<file path="config.mk">
export PLATFORM = sky130hd
export DESIGN_NAME = irq_route_top
export DESIGN_NICKNAME = d
export VERILOG_FILES = /design/src/rtl/irq_route_pkg.sv /design/src/rtl/irq_pin_detect.sv /design/src/rtl/irq_rr_arbiter.sv /design/src/rtl/irq_route_table.sv /design/src/rtl/irq_route_top.sv
export SDC_FILE = /design/constraint.sdc
export NUM_CORES = 2
export LEC_CHECK = 0
export ABC_AREA = 1
export BUFFER_PORTS_ARGS = -buffer_cell sky130_fd_sc_hd__clkbuf_2
export CORE_AREA = 5 5 270 470
export CTS_CLUSTER_DIAMETER = 50
export DETAILED_ROUTE_END_ITERATION = 6
export DIE_AREA = 0 0 275 475
export SYNTH_ARGS = -nofsm -noshare
export SYNTH_HDL_FRONTEND = slang
export SYNTH_SLANG_ARGS = --single-unit
</file>
<file path="constraint.sdc">
create_clock -name clk -period 12.75 [get_ports clk]
set_input_delay 0.6375 -clock clk [delete_from_list [all_inputs] [get_ports clk]]
set_output_delay 0.6375 -clock clk [all_outputs]
set_load 0.01 [all_outputs]
</file>
<file path="src/rtl/irq_route_pkg.sv">
package irq_route_pkg;

  typedef struct packed {
    logic [7:0] dest;
    logic       mask;
    logic       trig;   // 1 = level
    logic       pol;    // 1 = active low
    logic       dlog;   // 1 = logical destination
    logic [2:0] dmode;
    logic [7:0] vec;
  } route_cfg_t;

  typedef enum logic [1:0] {
    ST_IDLE  = 2'd0,
    ST_OFFER = 2'd1,
    ST_WAIT  = 2'd2
  } deliv_state_e;

endpackage

</file>
<file path="src/rtl/irq_pin_detect.sv">
module irq_pin_detect (
  input  logic clk,
  input  logic rst_n,
  input  logic pin_i,
  input  logic active_low_i,
  output logic level_o,
  output logic rise_o
);

  logic s1_q, s2_q, s3_q, filt_q;
  logic act2, act3, filt;

  always_ff @(posedge clk or negedge rst_n) begin
    if (!rst_n) begin
      s1_q   <= 1'b0;
      s2_q   <= 1'b0;
      s3_q   <= 1'b0;
      filt_q <= 1'b0;
    end else begin
      s1_q   <= pin_i;
      s2_q   <= s1_q;
      s3_q   <= s2_q;
      filt_q <= filt;
    end
  end

  // active for two consecutive synchronized samples
  assign act2    = s2_q ^ active_low_i;
  assign act3    = s3_q ^ active_low_i;
  assign filt    = act2 & act3;
  assign level_o = filt;
  assign rise_o  = filt & ~filt_q;

endmodule

</file>
<file path="src/rtl/irq_rr_arbiter.sv">
module irq_rr_arbiter #(
  parameter int N    = 24,
  parameter int IDXW = $clog2(N)
) (
  input  logic [N-1:0]    req_i,
  input  logic [IDXW-1:0] ptr_i,
  output logic [IDXW-1:0] gnt_o,
  output logic            any_o
);

  always_comb begin
    gnt_o = '0;
    any_o = 1'b0;
    for (int k = 0; k < N; k++) begin
      int idx;
      idx = int'(ptr_i) + k;
      if (idx >= N) idx = idx - N;
      if (!any_o && req_i[idx]) begin
        any_o = 1'b1;
        gnt_o = IDXW'(idx);
      end
    end
  end

endmodule

</file>
<file path="src/rtl/irq_route_table.sv">
module irq_route_table
  import irq_route_pkg::*;
#(
  parameter int NUM_IN   = 24,
  parameter int BASE_IDX = 16,
  parameter int IDXW     = $clog2(NUM_IN)
) (
  input  logic              clk,
  input  logic              rst_n,
  input  logic [7:0]        reg_idx,
  input  logic [31:0]       reg_wdata,
  input  logic              reg_we,
  output logic [31:0]       reg_rdata,
  input  logic [NUM_IN-1:0] ds_i,
  input  logic [NUM_IN-1:0] rirr_i,
  output route_cfg_t        cfg_o [NUM_IN]
);

  localparam int SPAN = 2 * NUM_IN;

  logic [8:0]      off;
  logic            in_range;
  logic [IDXW-1:0] ent;
  route_cfg_t      cfg_q [NUM_IN];

  assign off      = {1'b0, reg_idx} - 9'(BASE_IDX);
  assign in_range = (int'(reg_idx) >= BASE_IDX) && (int'(off) < SPAN);
  assign ent      = IDXW'(off >> 1);

  for (genvar g = 0; g < NUM_IN; g++) begin : g_ent
    always_ff @(posedge clk or negedge rst_n) begin
      if (!rst_n) begin
        cfg_q[g] <= route_cfg_t'(0);
        cfg_q[g].mask <= 1'b1;
      end else if (reg_we && in_range && (int'(ent) == g)) begin
        if (!off[0]) begin
          cfg_q[g].vec   <= reg_wdata[7:0];
          cfg_q[g].dmode <= reg_wdata[10:8];
          cfg_q[g].dlog  <= reg_wdata[11];
          cfg_q[g].pol   <= reg_wdata[13];
          cfg_q[g].trig  <= reg_wdata[15];
          cfg_q[g].mask  <= reg_wdata[16];
        end else begin
          cfg_q[g].dest  <= reg_wdata[31:24];
        end
      end
    end
    assign cfg_o[g] = cfg_q[g];
  end

  always_comb begin
    reg_rdata = '0;
    if (in_range) begin
      if (off[0]) begin
        reg_rdata = {cfg_q[ent].dest, 24'h0};
      end else begin
        reg_rdata = {15'h0, cfg_q[ent].mask, cfg_q[ent].trig, rirr_i[ent],
                     cfg_q[ent].pol, ds_i[ent], cfg_q[ent].dlog,
                     cfg_q[ent].dmode, cfg_q[ent].vec};
      end
    end
  end

endmodule

</file>
<file path="src/rtl/irq_route_top.sv">
module irq_route_top
  import irq_route_pkg::*;
#(
  parameter int NUM_IN   = 24,
  parameter int BASE_IDX = 16
) (
  input  logic              clk,
  input  logic              rst_n,
  input  logic [NUM_IN-1:0] irq_in,
  input  logic [7:0]        reg_idx,
  input  logic [31:0]       reg_wdata,
  input  logic              reg_we,
  output logic [31:0]       reg_rdata,
  output logic              req_valid,
  input  logic              req_ready,
  output logic [7:0]        req_vector,
  output logic [2:0]        req_dmode,
  output logic              req_logical,
  output logic [7:0]        req_dest,
  input  logic              resp_valid,
  input  logic              resp_accept,
  input  logic              eoi_valid,
  input  logic [7:0]        eoi_vector
);

  localparam int IDXW = $clog2(NUM_IN);

  route_cfg_t        cfg [NUM_IN];
  logic [NUM_IN-1:0] lvl, rise, mask_v, trig_v, set_v, clr_v, eoi_hit, rset_v;
  logic [NUM_IN-1:0] ds_q, rirr_q;
  logic [IDXW-1:0]   gnt, sel_q, ptr_q;
  logic              any;
  logic              accept_hit;
  deliv_state_e      st_q;

  irq_route_table #(.NUM_IN(NUM_IN), .BASE_IDX(BASE_IDX), .IDXW(IDXW)) u_table (
    .clk       (clk),
    .rst_n     (rst_n),
    .reg_idx   (reg_idx),
    .reg_wdata (reg_wdata),
    .reg_we    (reg_we),
    .reg_rdata (reg_rdata),
    .ds_i      (ds_q),
    .rirr_i    (rirr_q),
    .cfg_o     (cfg)
  );

  assign accept_hit = (st_q == ST_WAIT) && resp_valid && resp_accept;

  for (genvar g = 0; g < NUM_IN; g++) begin : g_pin
    irq_pin_detect u_det (
      .clk          (clk),
      .rst_n        (rst_n),
      .pin_i        (irq_in[g]),
      .active_low_i (cfg[g].pol),
      .level_o      (lvl[g]),
      .rise_o       (rise[g])
    );
    assign mask_v[g]  = cfg[g].mask;
    assign trig_v[g]  = cfg[g].trig;
    assign set_v[g]   = ~mask_v[g] & ~ds_q[g] &
                        (trig_v[g] ? (lvl[g] & ~rirr_q[g]) : rise[g]);
    assign clr_v[g]   = accept_hit && (int'(sel_q) == g);
    assign rset_v[g]  = clr_v[g] & trig_v[g];
    assign eoi_hit[g] = eoi_valid & trig_v[g] & (cfg[g].vec == eoi_vector);

    // masked entries never take a new delivery status
    p_mask_gate_r8: assert property (@(posedge clk) disable iff (!rst_n)
      $rose(ds_q[g]) |-> !$past(mask_v[g]));
    // a level entry with remote pending set cannot re-arm
    p_level_block_r12: assert property (@(posedge clk) disable iff (!rst_n)
      ($rose(ds_q[g]) && $past(trig_v[g])) |-> !$past(rirr_q[g]));
  end

  irq_rr_arbiter #(.N(NUM_IN), .IDXW(IDXW)) u_arb (
    .req_i (ds_q & ~mask_v),
    .ptr_i (ptr_q),
    .gnt_o (gnt),
    .any_o (any)
  );

  always_ff @(posedge clk or negedge rst_n) begin
    if (!rst_n) begin
      ds_q   <= '0;
      rirr_q <= '0;
    end else begin
      ds_q   <= (ds_q | set_v) & ~clr_v;
      rirr_q <= (rirr_q & ~eoi_hit) | rset_v;
    end
  end

  always_ff @(posedge clk or negedge rst_n) begin
    if (!rst_n) begin
      st_q        <= ST_IDLE;
      sel_q       <= '0;
      ptr_q       <= '0;
      req_vector  <= '0;
      req_dmode   <= '0;
      req_logical <= 1'b0;
      req_dest    <= '0;
    end else begin
      case (st_q)
        ST_IDLE: if (any) begin
          st_q        <= ST_OFFER;
          sel_q       <= gnt;
          ptr_q       <= (int'(gnt) == NUM_IN - 1) ? '0 : gnt + 1'b1;
          req_vector  <= cfg[gnt].vec;
          req_dmode   <= cfg[gnt].dmode;
          req_logical <= cfg[gnt].dlog;
          req_dest    <= cfg[gnt].dlog ? cfg[gnt].dest : {4'h0, cfg[gnt].dest[3:0]};
        end
        ST_OFFER: if (req_ready) st_q <= ST_WAIT;
        ST_WAIT:  if (resp_valid) st_q <= ST_IDLE;
        default:  st_q <= ST_IDLE;
      endcase
    end
  end

  assign req_valid = (st_q == ST_OFFER);

  p_offer_hold_r10: assert property (@(posedge clk) disable iff (!rst_n)
    (req_valid && !req_ready) |=> (req_valid && $stable(req_vector) && $stable(req_dest)));

  p_offer_pending_r6: assert property (@(posedge clk) disable iff (!rst_n)
    req_valid |-> ds_q[sel_q]);

endmodule

</file>
==> results.md <==
| Parameter | Value | Unit |
|---|---|---|
| Clock H-tree levels | 3 | - |
| Overall die width | 275 | um |
| Max IR drop VDD | 434.6 | uV |
| R2r startpoint | ptr_q[1] | - |
| Via count of the first global-routing pass | 40041 | - |
| Final period utilization | 67.98 | % |
| Count of cell types in the netlist | 63 | - |
| Crit path max-delay cell type | nand2_8 | - |
| Initial antenna violation count | 5 | - |
| Leakage | 20.22 | nW |
| Maximum cell stage delay along the critical path | 610 | ps |
| R2r setup slk | 4080 | ps |
| Endpoint kind of the worst setup timing path | flip-flop | - |
| Worst max-slew margin expressed relative to the limit | 13.00 | % |
| Number of synthesized register bits | 728 | - |
| Count of flip-flops with a built-in enable after synthesis | 0 | - |
| Worst Max-Slew Pin Slew | 1302 | ps |
| Final WL | 179100 | um |
| Average wire per cell in the routed design | 24.67 | um |
| Count of vias placed by the detailed router | 41993 | - |
| Synthesized netlist cell count | 5701 | - |
| WP buf/inv | 8 | - |
| Area growth syn-to-layout | 9.761 | % |
| Count of final hold-check violations | 10 | - |
| Number of violations of the max-capacitance limit | 0 | - |
| Total half-perimeter wirelength after legalization and detailed placement | 123200 | um |
| Placed standard-cell area | 44180 | um2 |
| Minimum hold slack | -44.60 | ps |
| TritonCTS clock tree | yes | - |
| Core Util, Final | 38.23 | % |
| Power, Total | 0.01310 | W |
| RR Endpoint | req_dest[4] | - |
| Fillers | 12756 | - |
| Largest fanout on the critical path | 119 | - |
| Setup skew after layout | 29.95 | ps |
| First-pass GRT wire length | 262500 | um |
| Most used cell, CP | nand3_1 | - |
| Power per cell area | 280.2 | nW/um2 |
| Total number of yosys warnings | 0 | - |
| I/O pin total | 132 | - |
| Avg Inst Size Synth | 7.471 | um2 |
| Number of buffers on the longest clock path | 3 | - |
| Root buffer selected by CTS | clkbuf_16 | - |
| Count of routing violations after the opening detailed-route iteration | 4546 | - |
| Cells on worst reg2reg path | 37 | - |
| Total instance count after detailed placement | 7125 | - |
| Setup fix buffers added after clock tree synthesis | 0 | - |
| Clock Pin Slew Worst Setup and Hold Paths | 70 | ps |
| DRC Markers | 4 | - |
| Floorplan die height | 475 | um |
| Overall routing resource usage | 26.69 | % |
| Post-route antenna net violation count | 0 | - |
| Post-synthesis instance area | 42590 | um2 |
| Largest net degree at the start of global routing | 138 | - |
| Violated checks | design-rule violations, negative hold slack | - |
| Row cnt | 170 | - |
| Post-DR vias/cell | 5.784 | - |
| Number of buffer cells added on primary ports | 115 | - |
| Global placer's final weighted congestion | 1.033 | - |
| Leading register cell type out of synthesis | dfrtp_1 | - |
| Fraction of the yosys area taken by sequential cells | 42.84 | % |
| Final setup vio count | 0 | - |
| Sinks on the clock net | 728 | - |
| Core area | 122300 | um2 |
| Fraction of layout instances using a drive strength above 1 | 7.702 | % |
| Kind of launch point of the worst setup path | flip-flop | - |
| Clock insertion delay at the later pin of the skew report | 680 | ps |
| Max Freq | 115.4 | MHz |
| Fin. max-slew vios | 0 | - |
| Minimum clock period after layout | 8668 | ps |
| Initial Util | 34.83 | % |
| Total clock buffers created by CTS | 73 | - |
| Post-route cell area | 46750 | um2 |
| RSZ-0062 raised after global routing | false | - |
| Number of gates given a new drive strength after cts | 0 | - |
| Setup TNS after final layout | 0 | ps |
| Arrival time of the worst setup path | 9270 | ps |
| Worst hold-check path type | in -> async | - |
| Length of the first detailed-routing pass in iterations | 7 | - |
| Final Instance Count excl. Fillers | 7260 | - |
| Crit Path Class | reg -> reg | - |
| Async set-reset flop share out of synthesis | 100.0 | % |
| Total Die Area | 130600 | um2 |
| Net count of the finished layout | 5686 | - |
| Result of the run | complete, but fails checks | - |
| Family with the most delay on the worst path | simple AND/OR/NAND/NOR gates | - |
| Final global-route overflow total | 0 | - |
| Required time of the critical path | 13360 | ps |
| Hold-fix buffers at CTS | 0 | - |
routing by layer:
metal	wire (um)	share of wire [%]	GRT usage, %
met5	25	0.014	0
met4	19080	11	23.34
met3	13250	7.4	4.569
met2	83800	47	43.87
met1	62920	35	29.55
Yosys cell counts (46+ instances only):
cell type	instances	area, um2
a21oi_1	170	850.8
nor2_1	230	863.3
nand3_1	544	2723
inv_1	435	1633
a211oi_1	46	345.3
dfrtp_1	704	17620
a22oi_1	201	1509
nand2_1	1576	5916
o21ai_0	674	3373
clkbuf_1	265	994.7
o211ai_1	126	945.9
o2111ai_1	53	464.2
buf_2	84	420.4
placed cells by master (no fill, tap or decap), types with 24 or more instances in the layout:
cell / count
o21ai_0: 673
a221oi_1: 32
clkbuf_16: 75
ha_1: 41
nand2_1: 1573
o221ai_1: 24
clkbuf_2: 114
nand4_1: 32
nand3_1: 543
dfrtp_1: 704
inv_1: 434
a21oi_1: 170
a211oi_1: 46
o2111ai_1: 53
nor3_1: 30
o21ai_1: 41
o211ai_1: 126
a22oi_1: 201
dfstp_2: 24
o22ai_1: 44
buf_4: 73
xor2_1: 40
xnor2_1: 39
nor2_1: 224
cells by family (layout without fill, tap and decap cells):
logic type,Yosys count,count (layout),share of synthesized area (%)
fa+ha+maj,41,41,1.204
other cells,1,11,0.008804
flops,728,728,42.84
compound gates,1496,1496,21.51
xor+xnor,82,82,1.739
simple gates,2482,2482,24.38
mux,2,2,0.04700
buf+inv,869,784,8.272
report_power, final:
part | switching (W) | leakage (nW) | total [W] | internal [W]
Sequential | 0.000155 | 9.63 | 0.00263 | 0.00247
Combinational | 0.00612 | 9.33 | 0.00810 | 0.00198
Clock | 0.000995 | 1.26 | 0.00237 | 0.00137
Total | 0.00727 | 20.2 | 0.0131 | 0.00583
sequential cells by signal, summed over array words and instances (netlist names):
signal,count
g_pin.u_det.s3_q,24
g_pin.u_det.s2_q,24
req_vector,8
u_table.cfg_o,552
g_pin.u_det.filt_q,24
rirr_q,24
req_dest,8
ptr_q,5
g_pin.u_det.s1_q,24
sel_q,5
st_q,2
ds_q,24
req_dmode,3
req_logical,1
how the worst max path moves through the flow:
stage,startpoint,to,slack [ps],cells after the start
finish,ptr_q[1],req_dest[4],4080,37
global route,ptr_q[1],req_dest[5],3750,37
CTS,ptr_q[1],req_dest[4],4390,37
detailed placement,ptr_q[1],req_dest[4],4420,37
global placement,ptr_q[1],req_dest[5],4480,37
floorplan,ptr_q[2],ptr_q[4],7710,38
stage by stage:
stage | hold slack [ps] | setup slack, ps
after global routing | 55.84 | 3748
final | -44.60 | 4082
after global placement | 336.7 | 4481
after floorplan | 331.2 | 7707
after CTS | 24.71 | 4388
after detailed placement | 336.2 | 4418
cell type report:
class,count,area [um2],share of cell area [%]
antenna,4,10.01,0.02141
clock buffer,98,2073,4.435
clock inverter,33,488.0,1.044
inverter,460,1735,3.712
multi-input combinational,4110,20920,44.75
sequential,728,18250,39.03
tap,1634,2044,4.373
timing repair buffer,193,1234,2.639
Power figures use the tool's default switching activity.
